`config.mk`:
```
export PLATFORM = sky130hd
export DESIGN_NAME = tamper_ctrl
export DESIGN_NICKNAME = d
export VERILOG_FILES = /design/src/rtl/tamp_pkg.sv /design/src/rtl/tamp_tick.sv /design/src/rtl/tamp_filter.sv /design/src/rtl/tamp_prio.sv /design/src/rtl/tamper_ctrl.sv
export SDC_FILE = /design/constraint.sdc
export NUM_CORES = 1
export LEC_CHECK = 0
export ABC_AREA = 1
export ABC_CLOCK_PERIOD_IN_PS = 5900
export BUFFER_PORTS_ARGS = -buffer_cell sky130_fd_sc_hd__buf_2
export CAP_MARGIN = 20
export CORE_ASPECT_RATIO = 1.25
export CORE_UTILIZATION = 45
export CTS_CLUSTER_DIAMETER = 50
export CTS_CLUSTER_SIZE = 24
export DETAILED_ROUTE_END_ITERATION = 12
export GPL_ROUTABILITY_DRIVEN = 0
export PLACE_DENSITY_LB_ADDON = 0.1
export SLEW_MARGIN = 20
export SYNTH_ARGS = -nofsm -noshare
export SYNTH_HDL_FRONTEND = slang
export SYNTH_SLANG_ARGS = --single-unit
```
`constraint.sdc`:
```
create_clock -name clk -period 5.9 [get_ports clk]
set_input_delay 1.18 -clock clk [delete_from_list [all_inputs] [get_ports clk]]
set_output_delay 1.18 -clock clk [all_outputs]
set_load 0.05 [all_outputs]
```
`src/rtl/tamp_pkg.sv`:
```
package tamp_pkg;
  localparam logic [2:0] A_ENA  = 3'd0;
  localparam logic [2:0] A_IEN  = 3'd1;
  localparam logic [2:0] A_STAT = 3'd2;
  localparam logic [2:0] A_CLR  = 3'd3;
  localparam logic [2:0] A_CFG  = 3'd4;
  localparam logic [2:0] A_RSN  = 3'd5;
  localparam int CFG_PCH_OFF = 0;
  localparam int CFG_NOERASE = 1;
  localparam int CFG_W       = 2;
endpackage

```
`src/rtl/tamp_tick.sv`:
```
module tamp_tick #(
  parameter int DIV = 256,
  parameter int PRE = 8
) (
  input  logic clk,
  input  logic rst_l,
  output logic strobe_o,
  output logic pch_win_o
);
  localparam int CW = $clog2(DIV);
  localparam logic [CW-1:0] LAST   = CW'(DIV - 1);
  localparam logic [CW-1:0] PSTART = CW'(DIV - 1 - PRE);

  logic [CW-1:0] div_q, div_d;

  always_comb begin
    strobe_o  = (div_q == LAST);
    pch_win_o = (div_q >= PSTART) && (div_q != LAST);
    div_d     = strobe_o ? '0 : div_q + CW'(1);
  end

  always_ff @(posedge clk or negedge rst_l) begin
    if (!rst_l) div_q <= '0;
    else        div_q <= div_d;
  end
endmodule

```
`src/rtl/tamp_filter.sv`:
```
module tamp_filter #(
  parameter int FILT_N = 4
) (
  input  logic clk,
  input  logic rst_l,
  input  logic strobe_i,
  input  logic pin_n_i,
  output logic hit_o
);
  localparam int CW = $clog2(FILT_N + 1);
  localparam logic [CW-1:0] CMAX = CW'(FILT_N);

  logic [1:0]    sync_q, sync_d;
  logic          prev_q, prev_d;
  logic [CW-1:0] cnt_q, cnt_d;
  logic          smp;

  always_comb begin
    sync_d = {sync_q[0], ~pin_n_i};
    smp    = sync_q[1];
    prev_d = prev_q;
    cnt_d  = cnt_q;
    if (strobe_i) begin
      prev_d = smp;
      if (smp != prev_q)      cnt_d = CW'(1);
      else if (cnt_q != CMAX) cnt_d = cnt_q + CW'(1);
    end
    hit_o = strobe_i & smp & (cnt_d == CMAX);
  end

  always_ff @(posedge clk or negedge rst_l) begin
    if (!rst_l) begin
      sync_q <= 2'b00;
      prev_q <= 1'b0;
      cnt_q  <= '0;
    end else begin
      sync_q <= sync_d;
      prev_q <= prev_d;
      cnt_q  <= cnt_d;
    end
  end
endmodule

```
`src/rtl/tamp_prio.sv`:
```
module tamp_prio #(
  parameter int N  = 15,
  parameter int RW = 4
) (
  input  logic [N-1:0]  flags_i,
  output logic [RW-1:0] code_o
);
  always_comb begin
    code_o = '0;
    for (int i = N - 1; i >= 0; i--) begin
      if (flags_i[i]) code_o = RW'(i + 1);
    end
  end
endmodule

```
`src/rtl/tamper_ctrl.sv`:
```
module tamper_ctrl #(
  parameter int DW         = 16,
  parameter int N_EXT      = 2,
  parameter int N_INT      = 13,
  parameter logic [N_INT-1:0] UNUSED_INT = 13'h0208,
  parameter int SAMPLE_DIV = 256,
  parameter int PRE_CYC    = 8,
  parameter int FILT_N     = 4
) (
  input  logic                               clk,
  input  logic                               rst_n,
  input  logic                               req_vld,
  input  logic                               req_wr,
  input  logic [2:0]                         req_addr,
  input  logic [DW-1:0]                      req_wdata,
  output logic [DW-1:0]                      rd_data,
  input  logic [N_EXT-1:0]                   ext_tamper_n,
  input  logic [N_INT-1:0]                   int_tamper,
  output logic                               pch_o,
  output logic                               erase_o,
  output logic                               irq_o,
  output logic [$clog2(N_EXT+N_INT+1)-1:0]   reason_o
);
  import tamp_pkg::*;

  localparam int NSRC = N_EXT + N_INT;
  localparam int RW   = $clog2(NSRC + 1);
  localparam logic [NSRC-1:0] VALID = {~UNUSED_INT, {N_EXT{1'b1}}};

  logic rst_meta_q, rst_l;
  logic strobe, pch_win;
  logic [N_EXT-1:0] ext_hit;
  logic [NSRC-1:0] ena_q, ena_d, ien_q, ien_d, flags_q, flags_d;
  logic [NSRC-1:0] set_vec, clr_vec;
  logic [CFG_W-1:0] cfg_q, cfg_d;
  logic erase_q, erase_d;
  logic wr_go;
  logic [RW-1:0] reason;
  logic wdata_unused;

  assign wdata_unused = ^req_wdata;

  always_ff @(posedge clk or negedge rst_n) begin
    if (!rst_n) begin
      rst_meta_q <= 1'b0;
      rst_l      <= 1'b0;
    end else begin
      rst_meta_q <= 1'b1;
      rst_l      <= rst_meta_q;
    end
  end

  tamp_tick #(.DIV(SAMPLE_DIV), .PRE(PRE_CYC)) u_tick (
    .clk(clk), .rst_l(rst_l), .strobe_o(strobe), .pch_win_o(pch_win)
  );

  for (genvar g = 0; g < N_EXT; g++) begin : g_ext
    tamp_filter #(.FILT_N(FILT_N)) u_filt (
      .clk(clk), .rst_l(rst_l), .strobe_i(strobe),
      .pin_n_i(ext_tamper_n[g]), .hit_o(ext_hit[g])
    );
  end

  tamp_prio #(.N(NSRC), .RW(RW)) u_prio (.flags_i(flags_q), .code_o(reason));

  always_comb begin
    wr_go   = req_vld & req_wr;
    ena_d   = (wr_go && req_addr == A_ENA) ? (req_wdata[NSRC-1:0] & VALID) : ena_q;
    ien_d   = (wr_go && req_addr == A_IEN) ? (req_wdata[NSRC-1:0] & VALID) : ien_q;
    cfg_d   = (wr_go && req_addr == A_CFG) ? req_wdata[CFG_W-1:0] : cfg_q;
    clr_vec = (wr_go && req_addr == A_CLR) ? req_wdata[NSRC-1:0] : '0;
    set_vec = {int_tamper, ext_hit} & ena_q;
    flags_d = (flags_q | set_vec) & ~clr_vec;
    erase_d = ~cfg_q[CFG_NOERASE] & (|(flags_d & ~flags_q));
  end

  always_ff @(posedge clk or negedge rst_l) begin
    if (!rst_l) begin
      ena_q   <= '0;
      ien_q   <= '0;
      cfg_q   <= '0;
      flags_q <= '0;
      erase_q <= 1'b0;
    end else begin
      ena_q   <= ena_d;
      ien_q   <= ien_d;
      cfg_q   <= cfg_d;
      flags_q <= flags_d;
      erase_q <= erase_d;
    end
  end

  always_comb begin
    rd_data = '0;
    if (req_vld && !req_wr) begin
      case (req_addr)
        A_ENA:   rd_data[NSRC-1:0]  = ena_q;
        A_IEN:   rd_data[NSRC-1:0]  = ien_q;
        A_STAT:  rd_data[NSRC-1:0]  = flags_q;
        A_CFG:   rd_data[CFG_W-1:0] = cfg_q;
        A_RSN:   rd_data[RW-1:0]    = reason;
        default: rd_data = '0;
      endcase
    end
  end

  assign pch_o    = pch_win & ~cfg_q[CFG_PCH_OFF];
  assign erase_o  = erase_q;
  assign irq_o    = |(flags_q & ien_q);
  assign reason_o = reason;
endmodule

```
==> metrics.md <==
| Metric | Value |
|---|---|
| Tightest Pin Transition | a little over 0.8 ns |
| CTS clk-pin slew, worst paths | 0.07 ns |
| Die area | 8080 sq um |
| CTS sink count | 66 |
| I/O pin cnt | 61 |
| Crit start category | input port |
| Iteration-0 DRC Markers | 146 |
| Global routing usage on met3 | roughly 4.8% |
| Critical path peak fanout | 14 |
| Synth-to-Final Area Change | 15.6% |
| Worst setup EP type | output port |
| Die Wd | just over 80 um |
| Final setup fails | 0 |
| Worst r2r path cells | 12 |
| Initial Util | 46.7% |
| Vias in the first global route | 2937 |
| Met2 Use GR | 39.2% |
| Root buffer cell | clkbuf_8 |
| First-pass GRT wire length | ~14 mm |
| Post-Syn Area | roughly 3500 sq um |
| Pin count of the biggest net entering global routing | 65 |
| Area leader, netlist | dfrtp_1 |
| Htree depth | 3 |
| Final ANT Viol Nets | 0 |
| Row cnt | 35 |
| Wire per inst | between 10 and 15 um |
| Fmax | 251 MHz |
| Setup TNS | 0 ns |
| Critical path arrival | approximately 2.8 ns |
| YS warnings | 0 |
| Final-layout fill cell count | approximately 770 |
| Seq/Total Area, Yosys | 47.5% |
| DRC viols | 0 |
| Maxcap violations | 0 |
| Critical path, cell by cell | buf_2 -> inv_1 -> nor2_1 -> inv_1 -> nor2_2 -> a221oi_1 -> a31oi_1 -> buf_2 |
| Most Crowded Layer GR | met2 |
| GR Util met1 | approximately 28% |
| Die H | 100 um |
| Seq cells post-synth | between 60 and 70 |
| Avg Cell Area, Syn | a little under 8 sq um |
| Port bufs | 56 |
| Routed WL | roughly 8.5 mm |
| Yosys top cell area share | 47.5% |
| P per Cell Area | approximately 290 nW/um^2 |
| CTS tree | done |
| Synth Instances | approximately 450 |
| Slew HR | ~46% |
| Hold_buf cts | 0 |
| Share of cells above drive strength 1 | between 15 and 20% |
| GRT Total Usage | ~23% |
| Area contributors post-synth | dfrtp_1, nand2_1, inv_1 |
| GRT Residual Overflow | 0 |
| Final #Nets | 548 |
| VDD IR max | 0.000195 V |
| Final Power | around 1200 uW |
| RSZ-0062 raised after global routing | false |
| Post-CTS sizing | 0 |
| Outcome | finished clean |
| Count of different cell masters after synthesis | 39 |
| Fin. Hold Viols | 0 |
| Clock latency on the worst-skew pair | roughly 0.34 ns |
| CP required | roughly 4.7 ns |
| Post-DP HPWL | between 6 and 7 mm |
| Worst path slowest cell | nor2_2 |
| # diodes | 0 |
| Tcrit/Tclk final | roughly 68% |
| CTS Buffer Depth | 2 |
| Setup CP Type | in2out |
| Tightest hold margin | 0.352 ns |
| Hold path cells | 0 |
| Max incr delay on CP | about 0.57 ns |
| Fin. max-slew vios | 0 |
| Post-layout min period | between 3 and 4 ns |
| Pleak | 0.00212 uW |
| DR vias | between 3000 and 4000 |
| Postcts setup bufs | 0 |
| Worst hold path type | reg2reg |
| Core Box Area | ~7400 sq um |
| Vias per cell | around 5.1 |
| Initial antenna violation count | 0 |
| Syn_nets | 489 |
| CTS buffer count | 9 |
| Clock Skew | about 0.0087 ns |
| Drt pass-1 iters | 4 |
==> layout make-up <==
type                       instances  area (sq um)  area share [%]
clock buffer                      12           145            3.61
clock inverter                     3          40.0           0.997
inverter                          85           324            8.07
multi-input combinational        285          1450            36.0
sequential                        66          1650            41.1
tap                               92           115            2.87
timing repair buffer              58           295            7.35
==> per-stage QoR <==
step | instances | cell area [sq um] | worst slack (ns) | utilization (%)
floorplan | 446 | 3480 | 1.89 | -
global placement | 586 | 3830 | 1.63 | 51.4
detailed placement | 586 | 3830 | 1.60 | 51.4
CTS | 601 | 4020 | 1.60 | 53.9
global route | 601 | 4020 | 1.79 | 54.0
finish | 601 | 4020 | 1.91 | 54.0
==> cells in the mapped netlist (all sizes together) <==
cell type / n
ha: 5
clkinv: 1
nand3: 12
nor3: 7
inv: 84
nor2: 24
a22o: 2
o221ai: 1
nand4: 3
a21oi: 12
xor2: 5
conb: 2
o211ai: 9
xnor2: 3
nand2: 134
o21ai: 42
o2111ai: 1
o22ai: 6
a221oi: 7
buf: 4
and3: 1
a211oi: 2
or2: 2
nor4: 1
a31oi: 3
nor3b: 1
dfrtp: 66
clkbuf: 6
==> layout by cell type (no fill, tap or decap), types with 3 or more instances in the layout <==
| cell | Yosys | routed |
|---|---|---|
| nand2_1 | 131 | 131 |
| inv_1 | 82 | 82 |
| dfrtp_1 | 66 | 65 |
| buf_2 | 1 | 56 |
| o21ai_0 | 35 | 35 |
| nor2_1 | 18 | 17 |
| a21oi_1 | 12 | 12 |
| nand3_1 | 11 | 11 |
| clkbuf_8 | 0 | 10 |
| o211ai_1 | 9 | 9 |
| nor3_1 | 7 | 7 |
| a221oi_1 | 7 | 7 |
| o22ai_1 | 6 | 6 |
| xor2_1 | 5 | 5 |
| nor2_2 | 4 | 5 |
| o21ai_1 | 5 | 5 |
| ha_1 | 5 | 5 |
| a31oi_1 | 3 | 3 |
| xnor2_1 | 3 | 3 |
| nand4_1 | 3 | 3 |
==> power by group <==
part	internal (uW)	switching, uW
combinational	77.5	155
clock	203	166
sequential	512	49.6
total	793	370
==> routing by layer <==
layer	vias to the layer above	share of wire, %	wire length (um)
li1	1527	-	-
met1	1442	43	3630
met2	73	51	4340
met3	16	3.9	329
met4	0	2.4	204
met5	-	0	0
==> final timing paths <==
check | start | end | slack (ns)
min in group asynchronous | rst_l$_DFF_PN0_ | ena_q[4]$_DFFE_PN0P_ | 0.46
worst min register to register | g_ext[0].u_filt.sync_q[0]$_DFF_PN0_ | g_ext[0].u_filt.sync_q[1]$_DFF_PN0_ | 0.35
worst max register to register | u_tick.div_q[0]$_DFF_PN0_ | erase_o$_DFF_PN0_ | 3.96
max in group asynchronous | rst_l$_DFF_PN0_ | flags_q[9]$_DFF_PN0_ | 4.92
worst max-delay path | req_addr[0] | rd_data[1] | 1.91
worst min-delay path | g_ext[0].u_filt.sync_q[0]$_DFF_PN0_ | g_ext[0].u_filt.sync_q[1]$_DFF_PN0_ | 0.35
==> state kept, by name, summed over array words and instances (netlist names), 2 cells and up <==
name,flops
cfg_q,2
ena_q,13
flags_q,15
g_ext.u_filt.cnt_q,6
g_ext.u_filt.prev_q,2
g_ext.u_filt.sync_q,4
ien_q,13
u_tick.div_q,8
==> logic make-up (layout without fill, tap and decap cells) <==
logic type | count (synthesis) | in the layout | share of synthesized area, %
AO/OA/AOI/OAI | 85 | 85 | 14.8
XOR/XNOR | 8 | 8 | 2.02
buffers and inverters | 95 | 158 | 11.0
adder cells (fa/ha/maj) | 5 | 5 | 1.80
AND/OR/NAND/NOR | 185 | 185 | 22.7
other | 2 | 2 | 0.216
flip-flops | 66 | 66 | 47.5
==> critical path: cells and delay by family <==
family	cells	cell delay, ns
buffers and inverters	4	0.52
AOI/OAI and AO/OA	2	0.45
and+or+nand+nor	2	0.66
(Power assumes the default switching activity.)
